`src/rtl/mbox_pkg.sv`:
```
package mbox_pkg;
  localparam int unsigned DW = 32;

  typedef enum logic [1:0] {
    ADR_INQ  = 2'd0,
    ADR_OUT  = 2'd1,
    ADR_INT  = 2'd2,
    ADR_STAT = 2'd3
  } haddr_e;

  localparam int unsigned ST_OUT_BIT = 8;
  localparam int unsigned ST_INT_BIT = 9;
  localparam int unsigned ST_OVF_BIT = 16;
endpackage

```
`src/rtl/mbox_inq.sv`:
```
module mbox_inq #(
  parameter int unsigned DEPTH = 4,
  parameter int unsigned DW    = 32,
  localparam int unsigned AW   = (DEPTH > 1) ? $clog2(DEPTH) : 1,
  localparam int unsigned CW   = $clog2(DEPTH + 1)
) (
  input  logic          clk,
  input  logic          rst_n,
  input  logic          push,
  input  logic [DW-1:0] push_data,
  input  logic          pop,
  input  logic          clr_ovf,
  output logic          out_valid,
  output logic [DW-1:0] out_data,
  output logic [CW-1:0] count,
  output logic          overflow
);
  logic [DW-1:0] mem [DEPTH];
  logic [AW-1:0] rptr, wptr, wlast;
  logic          full, do_pop, over, do_push;

  function automatic logic [AW-1:0] nxt(input logic [AW-1:0] p);
    return (p == AW'(DEPTH - 1)) ? '0 : p + AW'(1);
  endfunction

  assign full      = (count == CW'(DEPTH));
  assign out_valid = (count != '0);
  assign out_data  = mem[rptr];
  assign do_pop    = pop && out_valid;
  assign over      = push && full && !do_pop;
  assign do_push   = push && !over;
  assign wlast     = (wptr == '0) ? AW'(DEPTH - 1) : wptr - AW'(1);

  always_ff @(posedge clk) begin
    if (do_push)   mem[wptr]  <= push_data;
    else if (over) mem[wlast] <= push_data;
  end

  always_ff @(posedge clk) begin
    if (!rst_n) begin
      rptr     <= '0;
      wptr     <= '0;
      count    <= '0;
      overflow <= 1'b0;
    end else begin
      if (do_push) wptr <= nxt(wptr);
      if (do_pop)  rptr <= nxt(rptr);
      case ({do_push, do_pop})
        2'b10:   count <= count + CW'(1);
        2'b01:   count <= count - CW'(1);
        default: count <= count;
      endcase
      if (over)         overflow <= 1'b1;
      else if (clr_ovf) overflow <= 1'b0;
    end
  end

  AST_COUNT_BOUND: assert property (@(posedge clk) disable iff (!rst_n)
    count <= CW'(DEPTH));
  AST_OVF_STICKY: assert property (@(posedge clk) disable iff (!rst_n)
    overflow && !clr_ovf |=> overflow);
  AST_OVER_KEEPS_FULL: assert property (@(posedge clk) disable iff (!rst_n)
    push && full && !pop |=> full && overflow);
  AST_SWAP_AT_FULL: assert property (@(posedge clk) disable iff (!rst_n)
    push && pop && full |=> full && (overflow == $past(overflow)));
endmodule

```
`src/rtl/mbox_slot.sv`:
```
module mbox_slot #(
  parameter int unsigned DW = 32
) (
  input  logic          clk,
  input  logic          rst_n,
  input  logic          wr_valid,
  output logic          wr_ready,
  input  logic [DW-1:0] wr_data,
  input  logic          rd,
  output logic          full,
  output logic [DW-1:0] data
);
  logic load, take;

  assign wr_ready = !full;
  assign load     = wr_valid && !full;
  assign take     = rd && full;

  always_ff @(posedge clk) begin
    if (!rst_n) begin
      full <= 1'b0;
      data <= '0;
    end else begin
      if (load)      full <= 1'b1;
      else if (take) full <= 1'b0;
      if (load) data <= wr_data;
    end
  end

  AST_SLOT_HOLD: assert property (@(posedge clk) disable iff (!rst_n)
    full && !rd |=> full && $stable(data));
  AST_SLOT_DRAIN: assert property (@(posedge clk) disable iff (!rst_n)
    rd && full |=> !full);
endmodule

```
`src/rtl/mbox_unit.sv`:
```
module mbox_unit
  import mbox_pkg::*;
#(
  parameter int unsigned DEPTH = 4,
  localparam int unsigned CW   = $clog2(DEPTH + 1)
) (
  input  logic          clk,
  input  logic          rst_n,
  input  logic          host_wr,
  input  logic          host_rd,
  input  logic [1:0]    host_addr,
  input  logic [DW-1:0] host_wdata,
  output logic [DW-1:0] host_rdata,
  output logic          core_in_valid,
  input  logic          core_in_ready,
  output logic [DW-1:0] core_in_data,
  output logic [CW-1:0] core_in_count,
  input  logic          core_out_valid,
  output logic          core_out_ready,
  input  logic [DW-1:0] core_out_data,
  input  logic          core_int_valid,
  output logic          core_int_ready,
  input  logic [DW-1:0] core_int_data,
  output logic          irq
);
  logic          in_push, clr_ovf, ovf;
  logic [CW-1:0] free_cnt;
  logic [1:0]    s_wvalid, s_wready, s_rd, s_full;
  logic [DW-1:0] s_wdata [2];
  logic [DW-1:0] s_data  [2];
  logic [DW-1:0] status;

  assign in_push = host_wr && (host_addr == ADR_INQ);
  assign clr_ovf = host_wr && (host_addr == ADR_STAT);

  mbox_inq #(.DEPTH(DEPTH), .DW(DW)) u_inq (
    .clk(clk), .rst_n(rst_n),
    .push(in_push), .push_data(host_wdata),
    .pop(core_in_ready), .clr_ovf(clr_ovf),
    .out_valid(core_in_valid), .out_data(core_in_data),
    .count(core_in_count), .overflow(ovf)
  );

  assign s_wvalid   = {core_int_valid, core_out_valid};
  assign s_wdata[0] = core_out_data;
  assign s_wdata[1] = core_int_data;
  assign s_rd[0]    = host_rd && (host_addr == ADR_OUT);
  assign s_rd[1]    = host_rd && (host_addr == ADR_INT);

  for (genvar g = 0; g < 2; g++) begin : g_slot
    mbox_slot #(.DW(DW)) u_slot (
      .clk(clk), .rst_n(rst_n),
      .wr_valid(s_wvalid[g]), .wr_ready(s_wready[g]), .wr_data(s_wdata[g]),
      .rd(s_rd[g]), .full(s_full[g]), .data(s_data[g])
    );
  end

  assign core_out_ready = s_wready[0];
  assign core_int_ready = s_wready[1];
  assign irq            = s_full[1];
  assign free_cnt       = CW'(DEPTH) - core_in_count;

  always_comb begin
    status             = '0;
    status[CW-1:0]     = free_cnt;
    status[ST_OUT_BIT] = s_full[0];
    status[ST_INT_BIT] = s_full[1];
    status[ST_OVF_BIT] = ovf;
  end

  always_comb begin
    case (host_addr)
      ADR_OUT:  host_rdata = s_full[0] ? s_data[0] : '0;
      ADR_INT:  host_rdata = s_full[1] ? s_data[1] : '0;
      ADR_STAT: host_rdata = status;
      default:  host_rdata = '0;
    endcase
  end

  AST_IRQ_CAUSE: assert property (@(posedge clk) disable iff (!rst_n)
    $rose(irq) |-> $past(core_int_valid));
  AST_STALL_HOLD: assert property (@(posedge clk) disable iff (!rst_n)
    !core_in_valid && !in_push |=> !core_in_valid);
  AST_COUNT_SUM: assert property (@(posedge clk) disable iff (!rst_n)
    (status[CW-1:0] + core_in_count) == CW'(DEPTH));
endmodule

```
`config.mk`:
```
export PLATFORM = sky130hd
export DESIGN_NAME = mbox_unit
export DESIGN_NICKNAME = d
export VERILOG_FILES = /design/src/rtl/mbox_pkg.sv /design/src/rtl/mbox_inq.sv /design/src/rtl/mbox_slot.sv /design/src/rtl/mbox_unit.sv
export SDC_FILE = /design/constraint.sdc
export NUM_CORES = 1
export LEC_CHECK = 0
export BUFFER_PORTS_ARGS = -buffer_cell sky130_fd_sc_hd__buf_4
export CORE_ASPECT_RATIO = 1.75
export CORE_MARGIN = 3
export CORE_UTILIZATION = 45
export CTS_CLUSTER_DIAMETER = 60
export CTS_CLUSTER_SIZE = 10
export DETAILED_ROUTE_END_ITERATION = 8
export HOLD_SLACK_MARGIN = 0.15
export PLACE_DENSITY = 0.68
export SYNTH_ARGS = -nofsm -noshare
export SYNTH_HDL_FRONTEND = slang
export SYNTH_SLANG_ARGS = --single-unit
```
`constraint.sdc`:
```
create_clock -name clk -period 9.14 [get_ports clk]
set_input_delay 1.828 -clock clk [delete_from_list [all_inputs] [get_ports clk]]
set_output_delay 1.828 -clock clk [all_outputs]
set_load 0.05 [all_outputs]
```
==> reports/qor.yml <==
n_antenna_cell: 0
drt_iter0_drc: 214
synth_top_area_cell: "edfxtp_1"
status: "completed"
finalMaxSlewViolations: 0
cts.repair.resized: 0
dp_hpwl_mm: 11.86
grt_pass1_vias: 5604
cts-htree-levels: 1
gr-max-usage-layer: "met2"
dpl_cell_area_sq_mm: 0.009589
fin_skew_ns: 0.008317
yosysSeqAreaShare_pct: 66.85
finalWirelength_mm: 17.68
crit_chain: "buf_4, nand2_1, nor2_2, buf_4, a22oi_1, o21ai_0, buf_4"
syn_avg_cell_area_sq_um: 13.77
cts_setup_buffers: 0
use_met2_pct: 33.09
drc: 0
cap_violations: 0
vias_per_cell: 5.272
layout.filler_cells: 1423
cp_max_fo: 20
grt_first_pass_wirelength_mm: 28.78
async_reset_ff_share_pct: 0
min_period_ns: 5.161
final_area_sq_mm: 0.01028
min_period_over_period_pct: 56.47
synth_area_leaders: "edfxtp_1 48%, dfxtp_1 19%, mux4_2 9.0%"
design.die.area_sq_mm: 0.01954
io_buffers: 175
die_h_um: 182.7
r2r-start: "u_inq.count[0]"
dieWidth_um: 107.0
mostFrequentLayoutCell: "buf_4"
start_util_pct: 45.97
rrSetupSlack_ns: 6.22
synth_flop_cell: "edfxtp_1"
relSlewSlack_pct: 20.61
hold_viol_final: 0
nets: 867
worstHoldPathType: "flip-flop to flip-flop"
drive_above_1_share_pct: 33.33
grtUsageMet3_pct: 5.381
cts_max_path_buffers: 3
ys_warn_count: 0
ios: 176
grt_usage_pct: 18.41
grt_use_met1_pct: 21.59
rsz0062_at_grt: "no"
grt_max_degree: 78
p_total_w: 0.002506
via_count: 5283
gp_congestion: 0.8829
criticalPathCategory: "input pin to output port"
synthCells: 583
r2r-end: "u_inq.mem[2][18]"
cp-start-kind: "input pin"
powerDensity_mw_per_mm2: 243.7
endpoint_kind: "output port"
yosysTopAreaCellShare_pct: 47.90
overflow: 0
max_freq_mhz: 193.8
pre_cts_ws_ns: 3.972
antenna_found_initial: 0
wire_per_inst_um: 17.64
tns_ns: 0
critPathMaxStageDelay_ns: 0.43
synth_edf_count: 128
layout_common_cells: "185 x buf_4, 144 x nand2_1, 128 x edfxtp_1"
cts_sinks: 204
fin_ws_ns: 3.979
hold_start: "g_slot[1].u_slot.data[27]"
final_antenna_net_count: 0
setup_violations: 0
synth_cell_types: 40
worstPathArrival_ns: 3.33
peakVddDrop_mv: 0.1742
cpMostUsedCell: "buf_4"
required_ns: 7.31
synth_nets: 695
numCtsBuffers: 24
leakagePower_nw: 3.822
num_rows: 64
cts.reportedPaths.clkPinSlew_ns: 0.05
min_to: "g_slot[1].u_slot.data[27]"
clk_latency_ns: 0.50
core_area_sq_mm: 0.01746
ys_ff_latch: 204
reg2reg_depth: 8
crit_slowest_cell: "nor2_2"
tightestPinTransition_ns: 1.188
cts_hold_buf: 0
min_path_cells: 2
netlist_area_sq_mm: 0.008025
drt_pass1_iterations: 4
cts-root-buf: "clkbuf_16"
cts_tree: "done"
areaGrowthSynthToFinish_pct: 28.14
metrics by stage:
| stage | hold slack, ns | util (%) | std cells |
|---|---|---|---|
| 2_1_floorplan | 0.4353 | - | 583 |
| 3_3_place_gp | 0.4458 | 54.93 | 960 |
| 3_5_place_dp | 0.4506 | 54.93 | 960 |
| 4_1_cts | 0.4585 | 58.91 | 1002 |
| 5_1_grt | 0.4799 | 58.91 | 1002 |
| 6_report | 0.4575 | 58.91 | 1002 |
flip-flops by register name, summed over array words and instances (netlist names), named ones only:
register / count
u_inq.wptr: 2
g_slot.u_slot.full: 2
u_inq.rptr: 2
u_inq.overflow: 1
u_inq.mem: 128
g_slot.u_slot.data: 64
u_inq.count: 3
cells by family (layout without fill, tap and decap cells):
family                   Yosys count  after routing  synth area share, %
flip-flops                       204            204                66.85
XOR/XNOR                           1              1               0.1092
AO/OA/AOI/OAI                    112            112                10.45
multiplexers                      36             36                9.635
AND/OR/NAND/NOR                  176            176                9.277
buffers and inverters             47            235                2.495
adder cells (fa/ha/maj)            7              7                1.185
routing by layer:
layer | up-vias | share of wire (%)
met4 | 0 | 1.7
met2 | 205 | 51
met1 | 2582 | 38
met3 | 26 | 9.2
li1 | 2470 | -
met5 | - | 0
area by class of cell:
type / count / area, sq um / share of cell area (%)
Sequential cell: 204 / 5366 / 52.18
Multi-Input combinational cell: 332 / 2515 / 24.46
Timing Repair Buffer: 185 / 1389 / 13.51
Clock buffer: 41 / 685.7 / 6.667
Tap cell: 231 / 289.0 / 2.811
Inverter: 8 / 30.03 / 0.2920
Clock inverter: 1 / 8.758 / 0.08517
worst max-delay path by stage:
stage                    end  slack (ns)  cells after the start    startpoint
2_1_floorplan  host_rdata[8]        4.15                      6  host_addr[1]
3_3_place_gp   host_rdata[2]        4.04                      7  host_addr[1]
3_5_place_dp   host_rdata[0]        3.97                      7  host_addr[1]
4_1_cts        host_rdata[0]        3.98                      7  host_addr[1]
5_1_grt        host_rdata[0]        3.83                      7  host_addr[1]
6_report       host_rdata[2]        3.98                      7  host_addr[1]
where the power goes:
part / leakage, nW / total, W / internal, W / switching, W
clock network: 0.331 / 0.000845 / 0.000505 / 0.000340
registers: 1.78 / 0.00104 / 0.00102 / 0.0000237
logic: 1.71 / 0.000622 / 0.000235 / 0.000387
critical path: cells and delay by family:
| kind | cells | cell delay, ns |
|---|---|---|
| AOI/OAI and AO/OA | 2 | 0.24 |
| buffers and inverters | 3 | 0.74 |
| and+or+nand+nor | 2 | 0.52 |
cells in the mapped netlist, types with 5 or more instances:
| master | instances |
|---|---|
| a21boi_0 | 41 |
| nand2_1 | 144 |
| clkbuf_1 | 29 |
| o21ai_0 | 5 |
| a22o_1 | 26 |
| nor2b_1 | 5 |
| inv_1 | 8 |
| ha_1 | 6 |
| dfxtp_1 | 76 |
| a21boi_1 | 24 |
| mux4_2 | 32 |
| a21oi_1 | 7 |
| edfxtp_1 | 128 |
| nand3_1 | 7 |
| nor2_1 | 7 |
Note: power is estimated with default switching activity, not from simulation.
